`src/rtl/ntt_pkg.sv`:
```
package ntt_pkg;

  // Modular exponentiation, used at elaboration to fill the twiddle tables.
  function automatic longint mod_pow(longint base, longint ex, longint m);
    longint r;
    longint b;
    longint e;
    r = 1 % m;
    b = base % m;
    e = ex;
    while (e > 0) begin
      if (e[0]) r = (r * b) % m;
      b = (b * b) % m;
      e = e >>> 1;
    end
    return r;
  endfunction

endpackage

```
`src/rtl/ntt_modmul.sv`:
```
// Combinational modular multiply with Barrett reduction against constant Q.
module ntt_modmul #(
  parameter int Q  = 17,
  parameter int DW = 5
) (
  input  logic [DW-1:0] a,
  input  logic [DW-1:0] b,
  output logic [DW-1:0] p
);
  localparam int PW = 2 * DW;
  localparam int SW = 3 * DW + 1;
  localparam longint MU = (longint'(1) << PW) / Q;
  localparam logic [SW-1:0] MU_V = SW'(MU);
  localparam logic [PW:0]   Q_W  = (PW + 1)'(Q);
  localparam logic [DW+1:0] Q_R  = (DW + 2)'(Q);

  logic [PW-1:0] full;
  logic [DW:0]   est;
  logic [PW:0]   est_q;
  logic [DW+1:0] r0;
  logic [DW+1:0] r1;

  assign full  = PW'(a) * PW'(b);
  // quotient estimate, never above the true quotient, at most 2 below it
  assign est   = (DW + 1)'((SW'(full) * MU_V) >> PW);
  assign est_q = (PW + 1)'(est) * Q_W;
  assign r0    = (DW + 2)'({1'b0, full} - est_q);
  assign r1    = (r0 >= Q_R) ? (r0 - Q_R) : r0;
  assign p     = (r1 >= Q_R) ? DW'(r1 - Q_R) : DW'(r1);

endmodule

```
`src/rtl/ntt_butterfly.sv`:
```
// Radix-2 modular butterfly core: s = (x + y) mod Q, d = (x - y) mod Q.
module ntt_butterfly #(
  parameter int Q  = 17,
  parameter int DW = 5
) (
  input  logic [DW-1:0] x,
  input  logic [DW-1:0] y,
  output logic [DW-1:0] s,
  output logic [DW-1:0] d
);
  localparam logic [DW:0] Q_E = (DW + 1)'(Q);

  logic [DW:0] raw_s;
  logic [DW:0] raw_d;

  assign raw_s = {1'b0, x} + {1'b0, y};
  assign s     = (raw_s >= Q_E) ? DW'(raw_s - Q_E) : DW'(raw_s);
  // x + Q - y stays in (0, 2Q) for operands already in [0, Q)
  assign raw_d = {1'b0, x} + Q_E - {1'b0, y};
  assign d     = (raw_d >= Q_E) ? DW'(raw_d - Q_E) : DW'(raw_d);

endmodule

```
`src/rtl/ntt_sdf_stage.sv`:
```
// One delay-feedback DIF stage: buffer of L entries, butterfly, twiddle multiply.
module ntt_sdf_stage #(
  parameter int N    = 16,
  parameter int Q    = 17,
  parameter int ROOT = 3,
  parameter int DW   = 5,
  parameter int L    = 8
) (
  input  logic          clk,
  input  logic          rst,
  input  logic          in_valid,
  input  logic          in_start,
  input  logic [DW-1:0] in_data,
  output logic          out_valid,
  output logic          out_start,
  output logic [DW-1:0] out_data
);
  localparam int IW     = $clog2(2 * L);
  localparam int AW     = (L > 1) ? $clog2(L) : 1;
  localparam int DEPTH  = 1 << AW;
  localparam int STRIDE = N / (2 * L);
  localparam logic [IW-1:0] POS_HALF_END = IW'(L - 1);
  localparam logic [IW-1:0] POS_UPPER    = IW'(L);
  localparam logic [IW-1:0] POS_BLK_END  = IW'(2 * L - 1);

  logic [IW-1:0] pos_q;      // position inside the current 2L block
  logic          tail_q;     // buffer holds differences not yet emitted
  logic          sflag_q;    // frame start seen, first sum not yet emitted
  logic          half1;
  logic          drain;
  logic          adv;
  logic          emit;
  logic          emit_first;
  logic [AW-1:0] addr;
  logic [DW-1:0] rd;
  logic [DW-1:0] tw;
  logic [DW-1:0] sum;
  logic [DW-1:0] diff;
  logic [DW-1:0] prod;
  logic [DW-1:0] wd;

  // twiddle table: entry e holds ROOT^(e*STRIDE) mod Q
  logic [DW-1:0] tw_rom [DEPTH];
  for (genvar e = 0; e < DEPTH; e++) begin : g_tw
    assign tw_rom[e] = DW'(ntt_pkg::mod_pow(longint'(ROOT), longint'(e * STRIDE), longint'(Q)));
  end

  if (L > 1) begin : g_addr
    assign addr = pos_q[AW-1:0];
  end else begin : g_addr1
    assign addr = 1'b0;
  end

  assign half1 = pos_q[IW-1];
  assign drain = tail_q & ~in_valid;
  assign adv   = in_valid | drain;

  // feedback buffer: one write port, asynchronous read (distributed RAM)
  logic [DW-1:0] mem [DEPTH];
  assign rd = mem[addr];
  assign tw = tw_rom[addr];

  always_ff @(posedge clk) begin
    if (in_valid) mem[addr] <= wd;
  end

  ntt_butterfly #(.Q(Q), .DW(DW)) u_bfly (
    .x (rd),
    .y (in_data),
    .s (sum),
    .d (diff)
  );

  ntt_modmul #(.Q(Q), .DW(DW)) u_mul (
    .a (diff),
    .b (tw),
    .p (prod)
  );

  // lower half: park the new element; upper half: park the twiddled difference
  assign wd         = half1 ? prod : in_data;
  assign emit       = (in_valid & half1) | (adv & ~half1 & tail_q);
  assign emit_first = in_valid & half1 & (pos_q == POS_UPPER) & sflag_q;

  always_ff @(posedge clk) begin
    if (rst) begin
      pos_q     <= '0;
      tail_q    <= 1'b0;
      sflag_q   <= 1'b0;
      out_valid <= 1'b0;
      out_start <= 1'b0;
      out_data  <= '0;
    end else begin
      if (adv) pos_q <= (drain && pos_q == POS_HALF_END) ? '0 : pos_q + 1'b1;
      if (in_valid && pos_q == POS_BLK_END) tail_q <= 1'b1;
      else if (adv && pos_q == POS_HALF_END) tail_q <= 1'b0;
      if (in_valid && in_start) sflag_q <= 1'b1;
      else if (emit_first) sflag_q <= 1'b0;
      out_valid <= emit;
      out_start <= emit_first;
      if (emit) out_data <= half1 ? sum : rd;
    end
  end

  p_out_range_r3: assert property (@(posedge clk) disable iff (rst)
    out_valid |-> (int'(out_data) < Q));

  p_mult_exact_r8: assert property (@(posedge clk) disable iff (rst)
    (in_valid && half1) |-> (int'(prod) == (int'(diff) * int'(tw)) % Q));

  p_start_block_r7: assert property (@(posedge clk) disable iff (rst)
    (in_valid && in_start) |-> (pos_q == '0));

  p_drain_half0_r7: assert property (@(posedge clk) disable iff (rst)
    drain |-> !half1);

  p_start_valid_r5: assert property (@(posedge clk) disable iff (rst)
    out_start |-> out_valid);

endmodule

```
`src/rtl/ntt_sdf_pipe.sv`:
```
// Top: log2(N) delay-feedback stages in series, one coefficient per clock.
module ntt_sdf_pipe #(
  parameter int N    = 16,
  parameter int Q    = 17,
  parameter int ROOT = 3,
  localparam int DW  = $clog2(Q)
) (
  input  logic          clk,
  input  logic          rst,
  input  logic          in_valid,
  input  logic          in_start,
  input  logic [DW-1:0] in_data,
  output logic          out_valid,
  output logic          out_start,
  output logic [DW-1:0] out_data
);
  localparam int LOGN = $clog2(N);

  logic [LOGN:0] v_s;
  logic [LOGN:0] st_s;
  logic [DW-1:0] d_s [LOGN+1];

  assign v_s[0]  = in_valid;
  assign st_s[0] = in_start;
  assign d_s[0]  = in_data;

  for (genvar g = 0; g < LOGN; g++) begin : g_stage
    ntt_sdf_stage #(
      .N    (N),
      .Q    (Q),
      .ROOT (ROOT),
      .DW   (DW),
      .L    (N >> (g + 1))
    ) u_stage (
      .clk       (clk),
      .rst       (rst),
      .in_valid  (v_s[g]),
      .in_start  (st_s[g]),
      .in_data   (d_s[g]),
      .out_valid (v_s[g+1]),
      .out_start (st_s[g+1]),
      .out_data  (d_s[g+1])
    );
  end

  assign out_valid = v_s[LOGN];
  assign out_start = st_s[LOGN];
  assign out_data  = d_s[LOGN];

  // output position tracker, used only by the burst checks below
  logic [LOGN-1:0] opos_q;
  always_ff @(posedge clk) begin
    if (rst) opos_q <= '0;
    else if (out_valid) opos_q <= opos_q + 1'b1;
  end

  p_burst_start_r5: assert property (@(posedge clk) disable iff (rst)
    out_valid |-> (out_start == (opos_q == '0)));

  p_burst_nohole_r5: assert property (@(posedge clk) disable iff (rst)
    (opos_q != '0) |-> out_valid);

endmodule

```
`config.mk`:
```
export PLATFORM = sky130hd
export DESIGN_NAME = ntt_sdf_pipe
export DESIGN_NICKNAME = d
export VERILOG_FILES = /design/src/rtl/ntt_pkg.sv /design/src/rtl/ntt_modmul.sv /design/src/rtl/ntt_butterfly.sv /design/src/rtl/ntt_sdf_stage.sv /design/src/rtl/ntt_sdf_pipe.sv
export SDC_FILE = /design/constraint.sdc
export NUM_CORES = 1
export LEC_CHECK = 0
export BUFFER_PORTS_ARGS = -buffer_cell sky130_fd_sc_hd__buf_4
export CORE_ASPECT_RATIO = 1.1
export CORE_UTILIZATION = 64
export CTS_CLUSTER_DIAMETER = 200
export DETAILED_ROUTE_END_ITERATION = 8
export PLACE_DENSITY = 0.81
export SETUP_SLACK_MARGIN = 0.2
export SYNTH_ARGS = -nofsm -noshare
export SYNTH_HDL_FRONTEND = slang
export SYNTH_SLANG_ARGS = --single-unit
```
`constraint.sdc`:
```
create_clock -name clk -period 14.3 [get_ports clk]
set_input_delay 0 -clock clk [delete_from_list [all_inputs] [get_ports clk]]
set_output_delay 0 -clock clk [all_outputs]
set_load 0.02 [all_outputs]
```
==> impl_results.md, run 1 <==
* Slowest CP cell: mux4_2
* Commonest non-fill, non-tap cells in the layout: ha_1, inv_1, nor2_1
* H-Tree Level Count at 4
* Clock tree root driver cell: clkbuf_16
* Classification of the worst setup path: reg2reg
* Most area-hungry cell type in the Yosys netlist: ha_1
* Number of synthesis warnings at 0
* Total grt overflow at 0
* RePlAce Congestion at 0.891
* Portion of synthesized cell area occupied by the leading cell type at 21.8%
* Setup skew after layout at 0.00937 ns
* Detailed Routing Iterations Pass 1 at 5
* CP endpoint kind: flop
* Vias per cell at 5.92
* Die H at 164 microns
* Outcome: complete, no violations
* Avg Cell Area, Syn at 9.35 sq um
* Final slew viol count at 0
* Filler Cells Inserted at 1795
* Min-delay worst type: in2reg
* Unrepaired setup endpoints after global routing: false
* Area of the multi-input gates at 0.0111 sq mm
* Half-perimeter wire length of the detailed placement result at 25000 microns
* Number of global-route vias before repair at 11.6k
* Dominant cells by area after synthesis: ha_1, edfxtp_1, fa_1
* Relative slew slack at 33.6%
* Vias after detailed routing at 11.6k
* Clock input transition at the sequential cells of the worst setup and hold paths at 0.06 ns
* Total global routing track utilization at 26.6%
* Post-synthesis async set-or-reset flop share at 0%
* Beginning of the worst hold path: rst
* # Max-Cap Violations at 0
* Placeable core region at 0.0236 sq mm
* Data arrival time of the worst path at 13.43 ns
* Crit share post-route at 92.4%
* Initial core utilization at 65.0%
* Total negative slack at 0 ns
* Drt initial violations at 682
* Most common library cell in the layout ignoring fill and taps: ha_1
* Routed WL per cell at 16.1 microns
* Register area at 0.00330 sq mm
* Highest achievable clock rate at 0.0756 GHz
* Number of nets in the layout at 1991
* CP Data Required Time at 14.51 ns
* Synth Flop Type: edfxtp_1
* Fraction of layout cells with a size suffix above 1 at 7.91%
* Post-synth net total at 1989
* CTS sink cnt at 127
* Number of distinct library cells after synthesis at 98
* Area growth from synthesis to layout at 6.38%
* Post-synth EDFFs at 75
* Standard-cell rows at 59
* Count of input and output buffers at 15
* Clock tree buffer depth at 2
* Pin count of the biggest net entering global routing at 44
* Register bit count reported by yosys at 127
* Num ports at 16
* Antenna diode count at 0
* Clock latency at the later pin of the worst-skew pair at 0.42 ns
* Fin crit period at 13.22 ns
* Clock tree from TritonCTS: built
* Setup violations, final at 0
* DIE AREA at 0.0246 sq mm
* Post-Synthesis Cell Area at 0.0153 sq mm
* Residual antenna-violating net count after detailed routing at 0
* Crit path largest cell delay at 0.60 ns
* Number of design rule violations left after detail routing at 0
* Antenna violations before repair at 0
* Startpoint types: flop
* Global-route wire length before repair at 53100 microns
* Final Hold Fails at 0
* Number of setup buffers added after CTS at 0
* Cells after synthesis at 1641
* Tightest Pin Transition at 0.989 ns
* Largest fanout on the critical path at 5
* Detailed-route wire length at 31500 microns
* Portion of the post-synthesis area used by sequential elements at 21.5%
* Die width at 150 microns
* TritonCTS Buffers at 17
registers in the layout, indices dropped and copies added (netlist names), named ones only:
signal,count
g_stage.u_stage.mem,75
g_stage.u_stage.out_data,20
g_stage.u_stage.pos_q,9
g_stage.u_stage.out_start,4
g_stage.u_stage.out_valid,4
g_stage.u_stage.sflag_q,4
g_stage.u_stage.tail_q,4
g_stage.u_stage.half1,1
routing by layer:
layer	global-route usage, %	part of all wire (%)	up-vias
met3	3.15	3.3	48
met2	48.9	52	223
met1	32.2	43	5588
met4	8.36	1.7	0
li1	-	-	5741
met5	0	0	-
per-stage QoR:
stage | worst slack, ns | instances | area (sq um) | hold slack (ns) | util (%)
5_1_grt | 0.223 | 1961 | 16300 | 0.0323 | 69.1
4_1_cts | 1.00 | 1961 | 16300 | 0.0103 | 69.1
3_5_place_dp | 1.08 | 1926 | 15700 | 0.277 | 66.4
3_3_place_gp | 1.64 | 1926 | 15700 | 0.263 | 66.4
2_1_floorplan | 2.18 | 1641 | 15300 | 0.165 | -
6_report | 1.08 | 1961 | 16300 | 0.0234 | 69.1
kinds of logic after synthesis:
kind of cell               after synthesis  share of synthesized area (%)
buffers and inverters                  245                           6.13
DFF                                    127                           21.5
xor gates and xnor gates               128                           7.74
adders and majority gates              340                           31.2
and+or+nand+nor                        420                           13.6
AOI/OAI and AO/OA                      330                           15.2
muxes                                   51                           4.70
critical path: cells and delay by family, from the launching register on:
family	cells	cell delay [ns]
compound gates	16	3.58
xor+xnor	5	1.22
fa+ha+maj	14	5.21
buf+inv	8	0.64
flops	1	0.43
mux	2	0.84
simple gates	6	1.07
what timing repair did:
item                                    4_1_cts  5_1_grt
endpoints found under the setup margin        0       16
endpoints found under the hold margin         3        0
resized for setup                             0        3
hold buffers                                  3        0
layout make-up:
class | instances | share of cell area, %
Inverter | 210 | 4.83
Tap cell | 305 | 2.34
Sequential cell | 127 | 20.2
Multi-Input combinational cell | 1269 | 68.1
Clock inverter | 9 | 0.399
Clock buffer | 23 | 3.26
Timing Repair Buffer | 18 | 0.874
worst paths after layout:
path	slack, ns	cells past startpoint	endpoint
min	0.02	2	g_stage[1].u_stage.out_data[2]
min reg2reg	0.48	1	g_stage[0].u_stage.out_start
max reg2reg	1.08	51	g_stage[1].u_stage.mem[1][0]
max	1.08	51	g_stage[1].u_stage.mem[1][0]
cell usage after synthesis, types with 17 or more instances:
| library cell | count |
|---|---|
| ha_1 | 268 |
| inv_1 | 210 |
| nor2_1 | 161 |
| a21oi_1 | 88 |
| xnor2_1 | 84 |
| edfxtp_1 | 75 |
| nand2_1 | 75 |
| fa_1 | 71 |
| dfxtp_1 | 52 |
| o21ai_0 | 51 |
| xor2_1 | 39 |
| clkbuf_1 | 25 |
| a21o_1 | 23 |
| and2_1 | 22 |
| a211oi_1 | 21 |
| mux2i_1 | 21 |
| nor2b_1 | 21 |
| nor3_1 | 20 |
| nand3_1 | 19 |
| nand2b_1 | 17 |
Power of run 1 is not shown: default switching activity piles up to over one toggle a cycle in this logic, so the estimate is an artifact.
==> run 2: changes to the inputs <==
--- a/config.mk
+++ b/config.mk
@@ -12,6 +12,7 @@
 export DETAILED_ROUTE_END_ITERATION = 8
 export PLACE_DENSITY = 0.81
 export SETUP_SLACK_MARGIN = 0.2
+export SLEW_MARGIN = 20
 export SYNTH_ARGS = -nofsm -noshare
 export SYNTH_HDL_FRONTEND = slang
 export SYNTH_SLANG_ARGS = --single-unit
==> constraint.sdc (replaced) <==
create_clock -name clk -period 14.3 [get_ports clk]
set_input_delay 3.575 -clock clk [delete_from_list [all_inputs] [get_ports clk]]
set_output_delay 3.575 -clock clk [all_outputs]
set_load 0.02 [all_outputs]
==> run 2 against run 1 <==
Effect of this change:
- count of clock-buffer cells in the layout decreased by 5
- die area unchanged
- non-clock buffer count increased by 24
- fmax decreased by 2.9%
- largest cell class unchanged
- critical path depth decreased by 2
==> impl_results.md, run 2 (synthesis results as in run 1) <==
* Outcome: complete, no violations
* CP Data Required Time at 14.48 ns (-0.03 ns)
* Flip-flop count of the largest register, all copies and words added at 75 (unchanged)
* Detailed Routing Iterations Pass 1 at 6 (+1)
* Count of input and output buffers at 15 (unchanged)
* Total grt overflow at 0 (unchanged)
* Die width at 150 microns (unchanged)
* Number of nets in the layout at 2015 (+1.2%)
* Setup violations, final at 0 (unchanged)
* Setup skew after layout at 0.0149 ns (+0.00553 ns)
* Clock tree from TritonCTS: built
* Die H at 164 microns (unchanged)
* Clock tree root driver cell: clkbuf_16
* Drt initial violations at 553 (-19%)
* Largest fanout on the critical path at 8 (+3)
* Final design instance area without fill at 0.0166 sq mm (+1.9%)
* Vias per cell at 5.87 (-0.83%)
* R2r endpoint: g_stage[1].u_stage.mem[2][4]
* Vias after detailed routing at 11.6k (+0.39%)
* H-Tree Level Count at 4 (unchanged)
* Slowest CP cell: fa_1
* Residual antenna-violating net count after detailed routing at 0 (unchanged)
* Placed Instance Area at 0.0159 sq mm (+1.1%)
* Detailed-route wire length at 31600 microns (+0.29%)
* Data arrival time of the worst path at 13.79 ns (+0.36 ns)
* DIE AREA at 0.0246 sq mm (unchanged)
* Commonest non-fill, non-tap cells in the layout: ha_1, inv_1, nor2_1
* RePlAce Congestion at 0.857 (-3.9%)
* Fin crit period at 13.61 ns (+0.394 ns)
* Filler Cells Inserted at 1752 (-2.4%)
* Pin count of the biggest net entering global routing at 44 (unchanged)
* TritonCTS Buffers at 17 (unchanged)
* Classification of the worst setup path: in2reg
* Registers with the most flip-flops: g_stage.u_stage.mem: 75 flops, g_stage.u_stage.out_data: 20 flops, g_stage.u_stage.pos_q: 9 flops
* Unrepaired setup endpoints after global routing: false
* Standard-cell rows at 59 (unchanged)
* Tightest Pin Transition at 0.966 ns (-0.0227 ns)
* Fraction of layout cells with a size suffix above 1 at 11.1% (+3.2 points)
* Relative slew slack at 35.1% (+1.5 points)
* Worst setup slack for register-to-register paths at 1.15 ns (+0.07 ns)
* Most flop-heavy register: g_stage.u_stage.mem
* Beginning of the worst hold path: g_stage[0].u_stage.sflag_q
* Crit path largest cell delay at 0.54 ns (-0.06 ns)
* Clock tree buffer depth at 2 (unchanged)
* Final slew viol count at 0 (unchanged)
* Tightest hold margin at 0.484 ns (+0.461 ns)
* Antenna violations before repair at 0 (unchanged)
* Area growth from synthesis to layout at 8.41%
* Worst Hold Endpoint: g_stage[0].u_stage.out_start
* Total global routing track utilization at 26.2% (-0.46 points)
* # Max-Cap Violations at 0 (unchanged)
* Placeable core region at 0.0236 sq mm (unchanged)
* Num ports at 16 (unchanged)
* Min-delay worst type: reg2reg
* Startpoint types: primary input
* Total of hold buffers inserted after clock tree synthesis at 0 (-3)
* Initial core utilization at 65.0% (unchanged)
* Half-perimeter wire length of the detailed placement result at 24900 microns (-0.41%)
* Crit share post-route at 95.2% (+2.8 points)
* Clock latency at the later pin of the worst-skew pair at 0.43 ns (about the same)
* Routed WL per cell at 15.9 microns (-0.92%)
* Reg2Reg Depth at 51 (unchanged)
* Final Hold Fails at 0 (unchanged)
* Min-Delay Path Depth at 1 (-1)
* Share of the core filled with cells at 70.4% (+1.3 points)
* CTS sink cnt at 127 (unchanged)
* Highest achievable clock rate at 0.0735 GHz (-2.9%)
* Number of design rule violations left after detail routing at 0 (unchanged)
* Clock input transition at the sequential cells of the worst setup and hold paths at 0.06 ns (about the same)
* Global-route wire length before repair at 51800 microns (-2.4%)
* CP endpoint kind: flop
* Most common library cell in the layout ignoring fill and taps: ha_1
* Antenna diode count at 0 (unchanged)
* Number of global-route vias before repair at 11.5k (-0.89%)
## run 2: cell type report
class / instances / area [sq um] / area share, %
clock buffer: 18 / 429 / 2.58
clock inverter: 14 / 134 / 0.805
inverter: 210 / 788 / 4.74
multi-input combinational: 1269 / 11300 / 67.9
sequential: 127 / 3290 / 19.8
tap: 305 / 382 / 2.29
timing repair buffer: 42 / 319 / 1.92
## run 2: critical path, delay by kind of cell
kind	cells	cell delay (ns)
AND/OR/NAND/NOR	9	1.31
buffers and inverters	9	0.78
XOR/XNOR	4	0.83
AO/OA/AOI/OAI	13	2.58
adder cells (fa/ha/maj)	14	4.70
## run 2: worst max path at each step
stage	startpoint	end	slack (ns)
after floorplan	in_data[1]	g_stage[0].u_stage.mem[0][2]	0.29
after global placement	in_data[1]	g_stage[0].u_stage.mem[6][2]	0.05
after detailed placement	in_data[1]	g_stage[0].u_stage.mem[7][2]	-0.22
after CTS	in_data[1]	g_stage[0].u_stage.mem[1][2]	0.22
after global routing	in_data[1]	g_stage[0].u_stage.mem[1][2]	0.15
final	in_data[1]	g_stage[0].u_stage.mem[1][2]	0.69
## run 2: what timing repair did
action                     CTS  global route
gates resized for setup      1            39
setup buffers                0             6
setup endpoints to repair    1            60
pin swaps                    0            17
## run 2: per-layer routing
metal	up-vias	global-route usage (%)	part of all wire [%]
met3	63	3.31	2.8
met5	-	0	0
li1	5793	-	-
met1	5592	31.4	43
met2	197	47.9	51
met4	0	9.00	2.3
## run 2: per-stage QoR
stage / TNS (ns) / setup WS (ns) / cells
after global routing: 0 / 0.154 / 1985
after detailed placement: -6.20 / -0.217 / 1947
final: 0 / 0.686 / 1985
after floorplan: 0 / 0.286 / 1641
after CTS: 0 / 0.219 / 1979
after global placement: 0 / 0.0496 / 1947
Power of run 2 is left out for the same reason.
